$ cat src/rtl/i2cs_pkg.sv
// Shared types and control-field positions for the I2C master transfer sequencer.
// Assumes a fixed byte-wide data path and a power-of-two buffer depth.
package i2cs_pkg;
    localparam int DATA_W    = 8;
    localparam int BUF_DEPTH = 4;
    localparam int IDX_W     = $clog2(BUF_DEPTH);
    localparam int CNT_W     = $clog2(BUF_DEPTH + 1);
    localparam int ADDR_W    = 7;

    // Control field positions (decoded by the sequencer).
    localparam int CTL_GO      = 0;
    localparam int CTL_RD      = 1;
    localparam int CTL_CHAIN   = 2;
    localparam int CTL_RESTART = 3;
    localparam int CTL_CNT_LO  = 4;
    localparam int CTL_HALT    = 7;

    typedef enum logic [1:0] {
        OP_START = 2'd0,
        OP_WRITE = 2'd1,
        OP_READ  = 2'd2,
        OP_STOP  = 2'd3
    } bus_op_e;

    typedef struct packed {
        logic              rnw;
        logic              stop_each;
        logic [IDX_W-1:0]  cnt_m1;
        logic [ADDR_W-1:0] addr;
    } xfer_cfg_t;
endpackage

$ cat src/rtl/i2cs_cmd_decode.sv
// Control register and command decode.
// Stores accepted control writes without the go bit, turns a write into a
// start or halt command, and captures the transfer configuration.
// Assumes the sequencer ignores commands while it reports busy.
module i2cs_cmd_decode
    import i2cs_pkg::*;
(
    input  logic              clk,
    input  logic              rst_n,
    input  logic              ctrl_wr,
    input  logic [DATA_W-1:0] ctrl_wdata,
    input  logic [ADDR_W-1:0] target_addr,
    input  logic              seq_busy,
    input  logic              bus_held,
    output logic [DATA_W-1:0] ctrl_q,
    output logic              start_go,
    output logic              halt_go,
    output xfer_cfg_t         cfg
);
    logic accept;

    // Purpose: a control write is only honoured while the sequencer is idle.
    always_comb accept = ctrl_wr && !seq_busy;

    // Purpose: a halt on a held bus wins over a start in the same write.
    always_comb begin
        halt_go  = accept && ctrl_wdata[CTL_HALT] && bus_held;
        start_go = accept && ctrl_wdata[CTL_GO] && !halt_go;
    end

    // Purpose: build the transfer configuration from the write data.
    always_comb begin
        cfg.rnw       = ctrl_wdata[CTL_RD];
        cfg.stop_each = ctrl_wdata[CTL_RESTART] | ~ctrl_wdata[CTL_CHAIN];
        cfg.cnt_m1    = ctrl_wdata[CTL_CNT_LO +: IDX_W];
        cfg.addr      = target_addr;
    end

    // Purpose: keep the readable control value, go bit never stored.
    always_ff @(posedge clk) begin
        if (!rst_n) begin
            ctrl_q <= '0;
        end else if (accept) begin
            ctrl_q <= ctrl_wdata & ~(DATA_W'(1) << CTL_GO);
        end
    end
endmodule

$ cat src/rtl/i2cs_data_buf.sv
// Data buffer of DEPTH byte slots.
// The host loads slots through its own port; the sequencer stores received
// bytes and takes the byte to send by index. On a collision in the same slot
// the sequencer's write wins.
module i2cs_data_buf #(
    parameter int DATA_W = 8,
    parameter int DEPTH  = 4,
    localparam int IDX_W = $clog2(DEPTH)
) (
    input  logic                    clk,
    input  logic                    rst_n,
    input  logic                    host_wr,
    input  logic [IDX_W-1:0]        host_idx,
    input  logic [DATA_W-1:0]       host_data,
    input  logic                    seq_wr,
    input  logic [IDX_W-1:0]        seq_idx,
    input  logic [DATA_W-1:0]       seq_data,
    input  logic [IDX_W-1:0]        rd_idx,
    output logic [DATA_W-1:0]       rd_data,
    output logic [DEPTH*DATA_W-1:0] all_data
);
    logic [DATA_W-1:0] slot [DEPTH];

    for (genvar g = 0; g < DEPTH; g++) begin : g_slot
        // Purpose: update one slot from the sequencer or the host.
        always_ff @(posedge clk) begin
            if (!rst_n) begin
                slot[g] <= '0;
            end else if (seq_wr && seq_idx == IDX_W'(g)) begin
                slot[g] <= seq_data;
            end else if (host_wr && host_idx == IDX_W'(g)) begin
                slot[g] <= host_data;
            end
        end
        assign all_data[g*DATA_W +: DATA_W] = slot[g];
    end

    // Purpose: present the byte the sequencer is about to send.
    always_comb rd_data = slot[rd_idx];
endmodule

$ cat src/rtl/i2cs_seq_fsm.sv
// Transfer sequencer state machine.
// Issues start, byte and stop requests to the bus engine, one at a time,
// and waits for each done pulse. It tracks bus ownership and counts acked
// bytes. Assumes the bus engine answers every request with exactly one
// bus_done pulse, no earlier than the cycle after the request.
module i2cs_seq_fsm
    import i2cs_pkg::*;
(
    input  logic              clk,
    input  logic              rst_n,
    input  logic              start_go,
    input  logic              halt_go,
    input  xfer_cfg_t         cfg,
    input  logic              bus_done,
    input  logic              bus_nack,
    input  logic [DATA_W-1:0] bus_rdata,
    input  logic [DATA_W-1:0] tx_byte,
    output logic              bus_req,
    output logic [1:0]        bus_op,
    output logic [ADDR_W-1:0] bus_addr,
    output logic [DATA_W-1:0] bus_wdata,
    output logic [IDX_W-1:0]  buf_idx,
    output logic              rx_we,
    output logic [DATA_W-1:0] rx_data,
    output logic              busy,
    output logic              held,
    output logic              start_ok,
    output logic              xfer_err,
    output logic              fin,
    output logic [CNT_W-1:0]  fin_cnt,
    output logic              halt_done
);
    typedef enum logic [3:0] {
        S_IDLE, S_START, S_WSTART, S_BYTE, S_WBYTE, S_STOP, S_WSTOP,
        S_NEXT, S_FIN, S_HSTOP, S_WHSTOP
    } state_e;

    state_e           state;
    xfer_cfg_t        cfg_q;
    logic [IDX_W-1:0] idx;
    logic [CNT_W-1:0] done_cnt;
    logic             last_byte;

    // Purpose: the current byte is the last one asked for.
    always_comb last_byte = (idx == cfg_q.cnt_m1);

    // Purpose: drive the request side of the bus handshake.
    always_comb begin
        bus_req   = 1'b0;
        bus_op    = OP_START;
        bus_wdata = '0;
        unique case (state)
            S_START: begin
                bus_req = 1'b1;
                bus_op  = OP_START;
            end
            S_BYTE: begin
                bus_req   = 1'b1;
                bus_op    = cfg_q.rnw ? OP_READ : OP_WRITE;
                bus_wdata = cfg_q.rnw ? '0 : tx_byte;
            end
            S_STOP, S_HSTOP: begin
                bus_req = 1'b1;
                bus_op  = OP_STOP;
            end
            default: ;
        endcase
    end

    // Purpose: event strobes toward the buffer and the status unit.
    always_comb begin
        bus_addr  = cfg_q.addr;
        buf_idx   = idx;
        rx_data   = bus_rdata;
        rx_we     = (state == S_WBYTE) && bus_done && !bus_nack && cfg_q.rnw;
        start_ok  = (state == S_WSTART) && bus_done && !bus_nack;
        xfer_err  = ((state == S_WSTART) || (state == S_WBYTE)) && bus_done && bus_nack;
        fin       = (state == S_FIN);
        fin_cnt   = done_cnt;
        halt_done = (state == S_WHSTOP) && bus_done;
        busy      = (state != S_IDLE);
    end

    // Purpose: step through start, byte and stop phases of a sequence.
    always_ff @(posedge clk) begin
        if (!rst_n) begin
            state    <= S_IDLE;
            cfg_q    <= '0;
            idx      <= '0;
            done_cnt <= '0;
            held     <= 1'b0;
        end else begin
            unique case (state)
                S_IDLE: begin
                    if (halt_go) begin
                        state <= S_HSTOP;
                    end else if (start_go) begin
                        cfg_q    <= cfg;
                        idx      <= '0;
                        done_cnt <= '0;
                        state    <= held ? S_BYTE : S_START;
                    end
                end
                S_START:  state <= S_WSTART;
                S_WSTART: begin
                    if (bus_done) begin
                        if (bus_nack) begin
                            state <= S_FIN;
                        end else begin
                            held  <= 1'b1;
                            state <= S_BYTE;
                        end
                    end
                end
                S_BYTE:   state <= S_WBYTE;
                S_WBYTE: begin
                    if (bus_done) begin
                        if (bus_nack) begin
                            state <= S_FIN;
                        end else begin
                            done_cnt <= done_cnt + CNT_W'(1);
                            state    <= cfg_q.stop_each ? S_STOP : S_NEXT;
                        end
                    end
                end
                S_STOP:   state <= S_WSTOP;
                S_WSTOP: begin
                    if (bus_done) begin
                        held  <= 1'b0;
                        state <= S_NEXT;
                    end
                end
                S_NEXT: begin
                    if (last_byte) begin
                        state <= S_FIN;
                    end else begin
                        idx   <= idx + IDX_W'(1);
                        state <= held ? S_BYTE : S_START;
                    end
                end
                S_FIN:    state <= S_IDLE;
                S_HSTOP:  state <= S_WHSTOP;
                S_WHSTOP: begin
                    if (bus_done) begin
                        held  <= 1'b0;
                        state <= S_IDLE;
                    end
                end
                default:  state <= S_IDLE;
            endcase
        end
    end
endmodule

$ cat src/rtl/i2cs_status.sv
// Status flags, transfer count and interrupt.
// Error follows the last start or nack. Abort is sticky until acknowledged.
// The count is loaded when a sequence ends. The interrupt is a level held
// until acknowledged; a set in the same cycle wins over an acknowledge.
module i2cs_status
    import i2cs_pkg::*;
(
    input  logic             clk,
    input  logic             rst_n,
    input  logic             start_ok,
    input  logic             xfer_err,
    input  logic             fin,
    input  logic [CNT_W-1:0] fin_cnt,
    input  logic             halt_done,
    input  logic             irq_en,
    input  logic             mask_done,
    input  logic             mask_halt,
    input  logic             irq_ack,
    input  logic             abort_ack,
    output logic             err_flag,
    output logic             abort_flag,
    output logic [CNT_W-1:0] xfer_cnt,
    output logic             irq
);
    logic irq_set;

    // Purpose: interrupt condition from completion or halt, both gated.
    always_comb irq_set = irq_en && ((fin && (fin_cnt != '0) && mask_done) ||
                                     (halt_done && mask_halt));

    // Purpose: error flag set by a nack, cleared by an acked start.
    always_ff @(posedge clk) begin
        if (!rst_n)        err_flag <= 1'b0;
        else if (xfer_err) err_flag <= 1'b1;
        else if (start_ok) err_flag <= 1'b0;
    end

    // Purpose: sticky abort flag.
    always_ff @(posedge clk) begin
        if (!rst_n)         abort_flag <= 1'b0;
        else if (xfer_err)  abort_flag <= 1'b1;
        else if (abort_ack) abort_flag <= 1'b0;
    end

    // Purpose: completed-byte count of the last sequence.
    always_ff @(posedge clk) begin
        if (!rst_n)   xfer_cnt <= '0;
        else if (fin) xfer_cnt <= fin_cnt;
    end

    // Purpose: level interrupt.
    always_ff @(posedge clk) begin
        if (!rst_n)       irq <= 1'b0;
        else if (irq_set) irq <= 1'b1;
        else if (irq_ack) irq <= 1'b0;
    end
endmodule

$ cat src/rtl/i2c_xfer_seq.sv
// Top of the I2C master transfer sequencer.
// Joins the control decode, data buffer, sequencer and status unit.
// Assumes a byte-level bus engine with a request/done handshake.
module i2c_xfer_seq
    import i2cs_pkg::*;
(
    input  logic                        clk,
    input  logic                        rst_n,
    input  logic                        ctrl_wr,
    input  logic [DATA_W-1:0]           ctrl_wdata,
    output logic [DATA_W-1:0]           ctrl_rdata,
    input  logic [ADDR_W-1:0]           target_addr,
    input  logic                        irq_en,
    input  logic                        mask_done,
    input  logic                        mask_halt,
    input  logic                        irq_ack,
    input  logic                        abort_ack,
    input  logic                        buf_wr,
    input  logic [IDX_W-1:0]            buf_widx,
    input  logic [DATA_W-1:0]           buf_wdata,
    output logic [BUF_DEPTH*DATA_W-1:0] buf_data,
    output logic                        bus_req,
    output logic [1:0]                  bus_op,
    output logic [ADDR_W-1:0]           bus_addr,
    output logic [DATA_W-1:0]           bus_wdata,
    input  logic                        bus_done,
    input  logic                        bus_nack,
    input  logic [DATA_W-1:0]           bus_rdata,
    output logic                        busy,
    output logic                        bus_held,
    output logic                        err_flag,
    output logic                        abort_flag,
    output logic [CNT_W-1:0]            xfer_cnt,
    output logic                        irq
);
    xfer_cfg_t         cfg;
    logic              start_go, halt_go;
    logic [IDX_W-1:0]  buf_idx;
    logic [DATA_W-1:0] tx_byte, rx_data;
    logic              rx_we, start_ok, xfer_err, fin, halt_done;
    logic [CNT_W-1:0]  fin_cnt;

    i2cs_cmd_decode u_dec (
        .clk(clk), .rst_n(rst_n), .ctrl_wr(ctrl_wr), .ctrl_wdata(ctrl_wdata),
        .target_addr(target_addr), .seq_busy(busy), .bus_held(bus_held),
        .ctrl_q(ctrl_rdata), .start_go(start_go), .halt_go(halt_go), .cfg(cfg)
    );

    i2cs_data_buf #(.DATA_W(DATA_W), .DEPTH(BUF_DEPTH)) u_buf (
        .clk(clk), .rst_n(rst_n),
        .host_wr(buf_wr), .host_idx(buf_widx), .host_data(buf_wdata),
        .seq_wr(rx_we), .seq_idx(buf_idx), .seq_data(rx_data),
        .rd_idx(buf_idx), .rd_data(tx_byte), .all_data(buf_data)
    );

    i2cs_seq_fsm u_fsm (
        .clk(clk), .rst_n(rst_n), .start_go(start_go), .halt_go(halt_go),
        .cfg(cfg), .bus_done(bus_done), .bus_nack(bus_nack),
        .bus_rdata(bus_rdata), .tx_byte(tx_byte), .bus_req(bus_req),
        .bus_op(bus_op), .bus_addr(bus_addr), .bus_wdata(bus_wdata),
        .buf_idx(buf_idx), .rx_we(rx_we), .rx_data(rx_data), .busy(busy),
        .held(bus_held), .start_ok(start_ok), .xfer_err(xfer_err),
        .fin(fin), .fin_cnt(fin_cnt), .halt_done(halt_done)
    );

    i2cs_status u_sts (
        .clk(clk), .rst_n(rst_n), .start_ok(start_ok), .xfer_err(xfer_err),
        .fin(fin), .fin_cnt(fin_cnt), .halt_done(halt_done),
        .irq_en(irq_en), .mask_done(mask_done), .mask_halt(mask_halt),
        .irq_ack(irq_ack), .abort_ack(abort_ack), .err_flag(err_flag),
        .abort_flag(abort_flag), .xfer_cnt(xfer_cnt), .irq(irq)
    );
endmodule

$ cat config.mk
export PLATFORM = sky130hd
export DESIGN_NAME = i2c_xfer_seq
export DESIGN_NICKNAME = d
export VERILOG_FILES = /design/src/rtl/i2cs_pkg.sv /design/src/rtl/i2cs_cmd_decode.sv /design/src/rtl/i2cs_data_buf.sv /design/src/rtl/i2cs_seq_fsm.sv /design/src/rtl/i2cs_status.sv /design/src/rtl/i2c_xfer_seq.sv
export SDC_FILE = /design/constraint.sdc
export NUM_CORES = 1
export LEC_CHECK = 0
export BUFFER_PORTS_ARGS = -buffer_cell sky130_fd_sc_hd__buf_2
export CORE_UTILIZATION = 35
export DETAILED_ROUTE_END_ITERATION = 10
export PLACE_DENSITY = 0.67
export RECOVER_POWER = 50
export SYNTH_ARGS = -nofsm -noshare
export SYNTH_HDL_FRONTEND = slang
export SYNTH_HIERARCHICAL = 1
export SYNTH_SLANG_ARGS = --single-unit
export TNS_END_PERCENT = 30
$ cat constraint.sdc
create_clock -name clk -period 2.09 [get_ports clk]
set_input_delay 0.209 -clock clk [delete_from_list [all_inputs] [get_ports clk]]
set_output_delay 0.209 -clock clk [all_outputs]
set_load 0.02 [all_outputs]
==> results.json <==
{
  "status": "finished clean",
  "synth.ff_latch_count": 66,
  "start_util": 0.364,
  "crit_path_end_kind": "flop",
  "p_leak_nw": 1.77,
  "wl_per_cell_um": 15.8,
  "period_share": 0.965,
  "synth-compound-area-share": 0.189,
  "grt_max_degree": 26,
  "cts_tree": "built",
  "critPathRequiredTime_ns": 2.36,
  "drtIter0Drc": 176,
  "power.density_nw_per_um2": 830,
  "worstPathArrival_ns": 2.28,
  "fin_crit_ns": 2.02,
  "synth_top_cell_by_area": "edfxtp_1",
  "area_growth_pct": 22.3,
  "drive_gt1_frac": 0.285,
  "synth.distinct_cells": 58,
  "clock-sinks": 66,
  "drv_cap": 0,
  "cts_root_buf": "clkbuf_8",
  "syn_inst": 361,
  "grt_pass1_vias": 3004,
  "synth_most_common_cell": "nand2_1",
  "hpwl_mm": 6.87,
  "fin_skew_ns": 0.00780,
  "ys_seq_area_frac": 0.431,
  "dpl_cell_area_sq_um": 4480,
  "die-area_sq_um": 11300,
  "yosys.area.top_type_share": 0.252,
  "die_x_um": 106,
  "setup_slack_ns": 0.0730,
  "vias_per_cell": 5.24,
  "routed_wl_mm": 9.66,
  "ys_top_cells_by_count": "51 x nand2_1, 34 x dfxtp_1, 32 x edfxtp_1",
  "port_buffers": 108,
  "ys_warn_count": 6,
  "synthXorXnorAreaFrac": 0.0138,
  "ys_top_cells_by_area": "edfxtp_1 25%, dfxtp_1 18%, buf_4 5.5%",
  "synth_top_family_by_area": "simple AND/OR/NAND/NOR gates",
  "core_sq_um": 10500,
  "synthAdderAreaFrac": 0.00328,
  "peakVddDrop_v": 0.000528,
  "syn_nets": 406,
  "htreeDepth": 3,
  "row_count": 37,
  "nNetsFinal": 514,
  "fmax_mhz": 496,
  "grt_pass1_wl_mm": 15.1,
  "n_antenna_cell": 0,
  "hold_viol_final": 0,
  "numCtsBuffers": 9,
  "clock_latency_ns": 0.34,
  "final_cell_area_sq_um": 4660,
  "first_pass_iters": 4,
  "synth_simple_gate_area_frac": 0.199,
  "ys_async_sr_fraction": 0,
  "netlist_area_sq_um": 3810,
  "num_io_pins": 110,
  "gp_routability_congestion": 0.842,
  "worst_pin_slew_ns": 0.571,
  "syn-mean-instance-area_sq_um": 10.6,
  "startpoint_type": "flop",
  "final-max-slew-violation-count": 0,
  "hold_path.class": "input port to flop",
  "clk_pin_slew_ns": 0.08,
  "vias": 3194,
  "synth.area.mux_share": 0.0762,
  "relSlewSlack": 0.617,
  "grt_antenna_before_repair": 0,
  "drc": 0,
  "worstPathMaxFanout": 6,
  "postRouteAntennaNets": 0,
  "overflow": 0,
  "synthFlopType": "dfxtp_1",
  "ctsHoldBuffers": 0,
  "cts_max_path_buffers": 2,
  "die_y_um": 106,
  "rsz0062_at_grt": "true",
  "critical_path_class": "flop to flop",
  "pre_cts_ws_ns": -0.0393,
  "grt_usage": 0.172,
  "setup_viol": 0,
  "synth_edf_count": 32
}
==> metal layers <==
layer	GRT usage	vias up	wire, um
met3	0.0429	8	618
li1	-	1535	-
met1	0.211	1525	4230
met5	0	-	0
met2	0.293	126	4720
met4	0.0585	0	86
==> registers in the layout (all words and copies together), names as in the netlist <==
name and flops:
u_buf/slot 32, u_dec/ctrl_q 7, u_fsm/bus_addr 7, u_fsm/cfg_q 4, u_fsm/state 4, u_fsm/fin_cnt 3, u_sts/xfer_cnt 3, u_fsm/buf_idx 2
u_fsm/held 1, u_sts/abort_flag 1, u_sts/err_flag 1, u_sts/irq 1
==> metrics by stage <==
stage / hold WS [ns] / TNS, ns / total power, mW / util / std cells
floorplan: 0.327 / -0.0726 / 2.50 / - / 361
global placement: 0.441 / 0 / 2.84 / 0.428 / 591
detailed placement: 0.447 / -0.0564 / 2.87 / 0.428 / 591
CTS: 0.0798 / 0 / 3.87 / 0.445 / 608
global route: 0.0800 / -0.00921 / 4.08 / 0.446 / 610
finish: 0.0983 / 0 / 3.87 / 0.446 / 610
==> final timing paths <==
path	to	slack (ns)	cells after the start	start
hold / removal	u_fsm/bus_addr[3]	0.1	3	target_addr[3]
setup / recovery	u_fsm/fin_cnt[2]	0.07	8	u_fsm/state[0]
setup reg to reg	u_fsm/fin_cnt[2]	0.07	8	u_fsm/state[0]
hold reg to reg	u_fsm/bus_addr[0]	0.46	2	u_fsm/bus_addr[0]
==> repair_timing <==
item	4_1_cts	5_1_grt
hold endpoints to repair	0	0
endpoints found under the setup margin	12	46
pin swaps	1	2
buffers inserted	1	2
resized for setup	2	12
==> placed cells by master, fill, tap and decap left out, drive strengths merged, types with 5 or more instances in the layout <==
cell,n
mux2i,11
dfxtp,34
mux4,8
a21oi,7
o21ai,8
nor2b,13
buf,90
nand2,51
nor4,5
nor2,14
o21a,6
and2,11
a22o,16
a32o,16
nand2b,6
inv,7
edfxtp,32
a21boi,16
clkbuf,63
==> final cells by class <==
| type | count | area (sq um) |
|---|---|---|
| fill | 1039 | 5800 |
| multi-input combinational | 244 | 1900 |
| sequential | 66 | 1650 |
| timing repair buffer | 143 | 753 |
| tap | 136 | 170 |
| clock buffer | 10 | 128 |
| clock inverter | 6 | 41.3 |
| inverter | 5 | 18.8 |
==> power by group <==
group | switching [mW] | internal (mW) | total [mW] | leakage [nW]
combinational | 0.760 | 0.533 | 1.29 | 1.10
sequential | 0.111 | 1.50 | 1.62 | 0.591
clock | 0.527 | 0.433 | 0.960 | 0.0807
==> cell families (layout without fill, tap and decap cells) <==
group                    Yosys count  count (layout)
XOR/XNOR                           6               6
AND/OR/NAND/NOR                  131             131
adder cells (fa/ha/maj)            1               1
flip-flops                        66              66
AO/OA/AOI/OAI                     86              86
other                              1               1
buffers and inverters             51             164
multiplexers                      19              19
==> worst max-delay path, stage by stage, from the launching register on <==
cell      delay (ns)
dfxtp_4         0.38
nor4_4          0.34
inv_2           0.09
nor2b_4         0.14
and3_4          0.19
nor2b_4         0.18
o221ai_4        0.15
or3_1           0.33
a21oi_1         0.15
No activity file was read; power rests on OpenSTA's default activity.
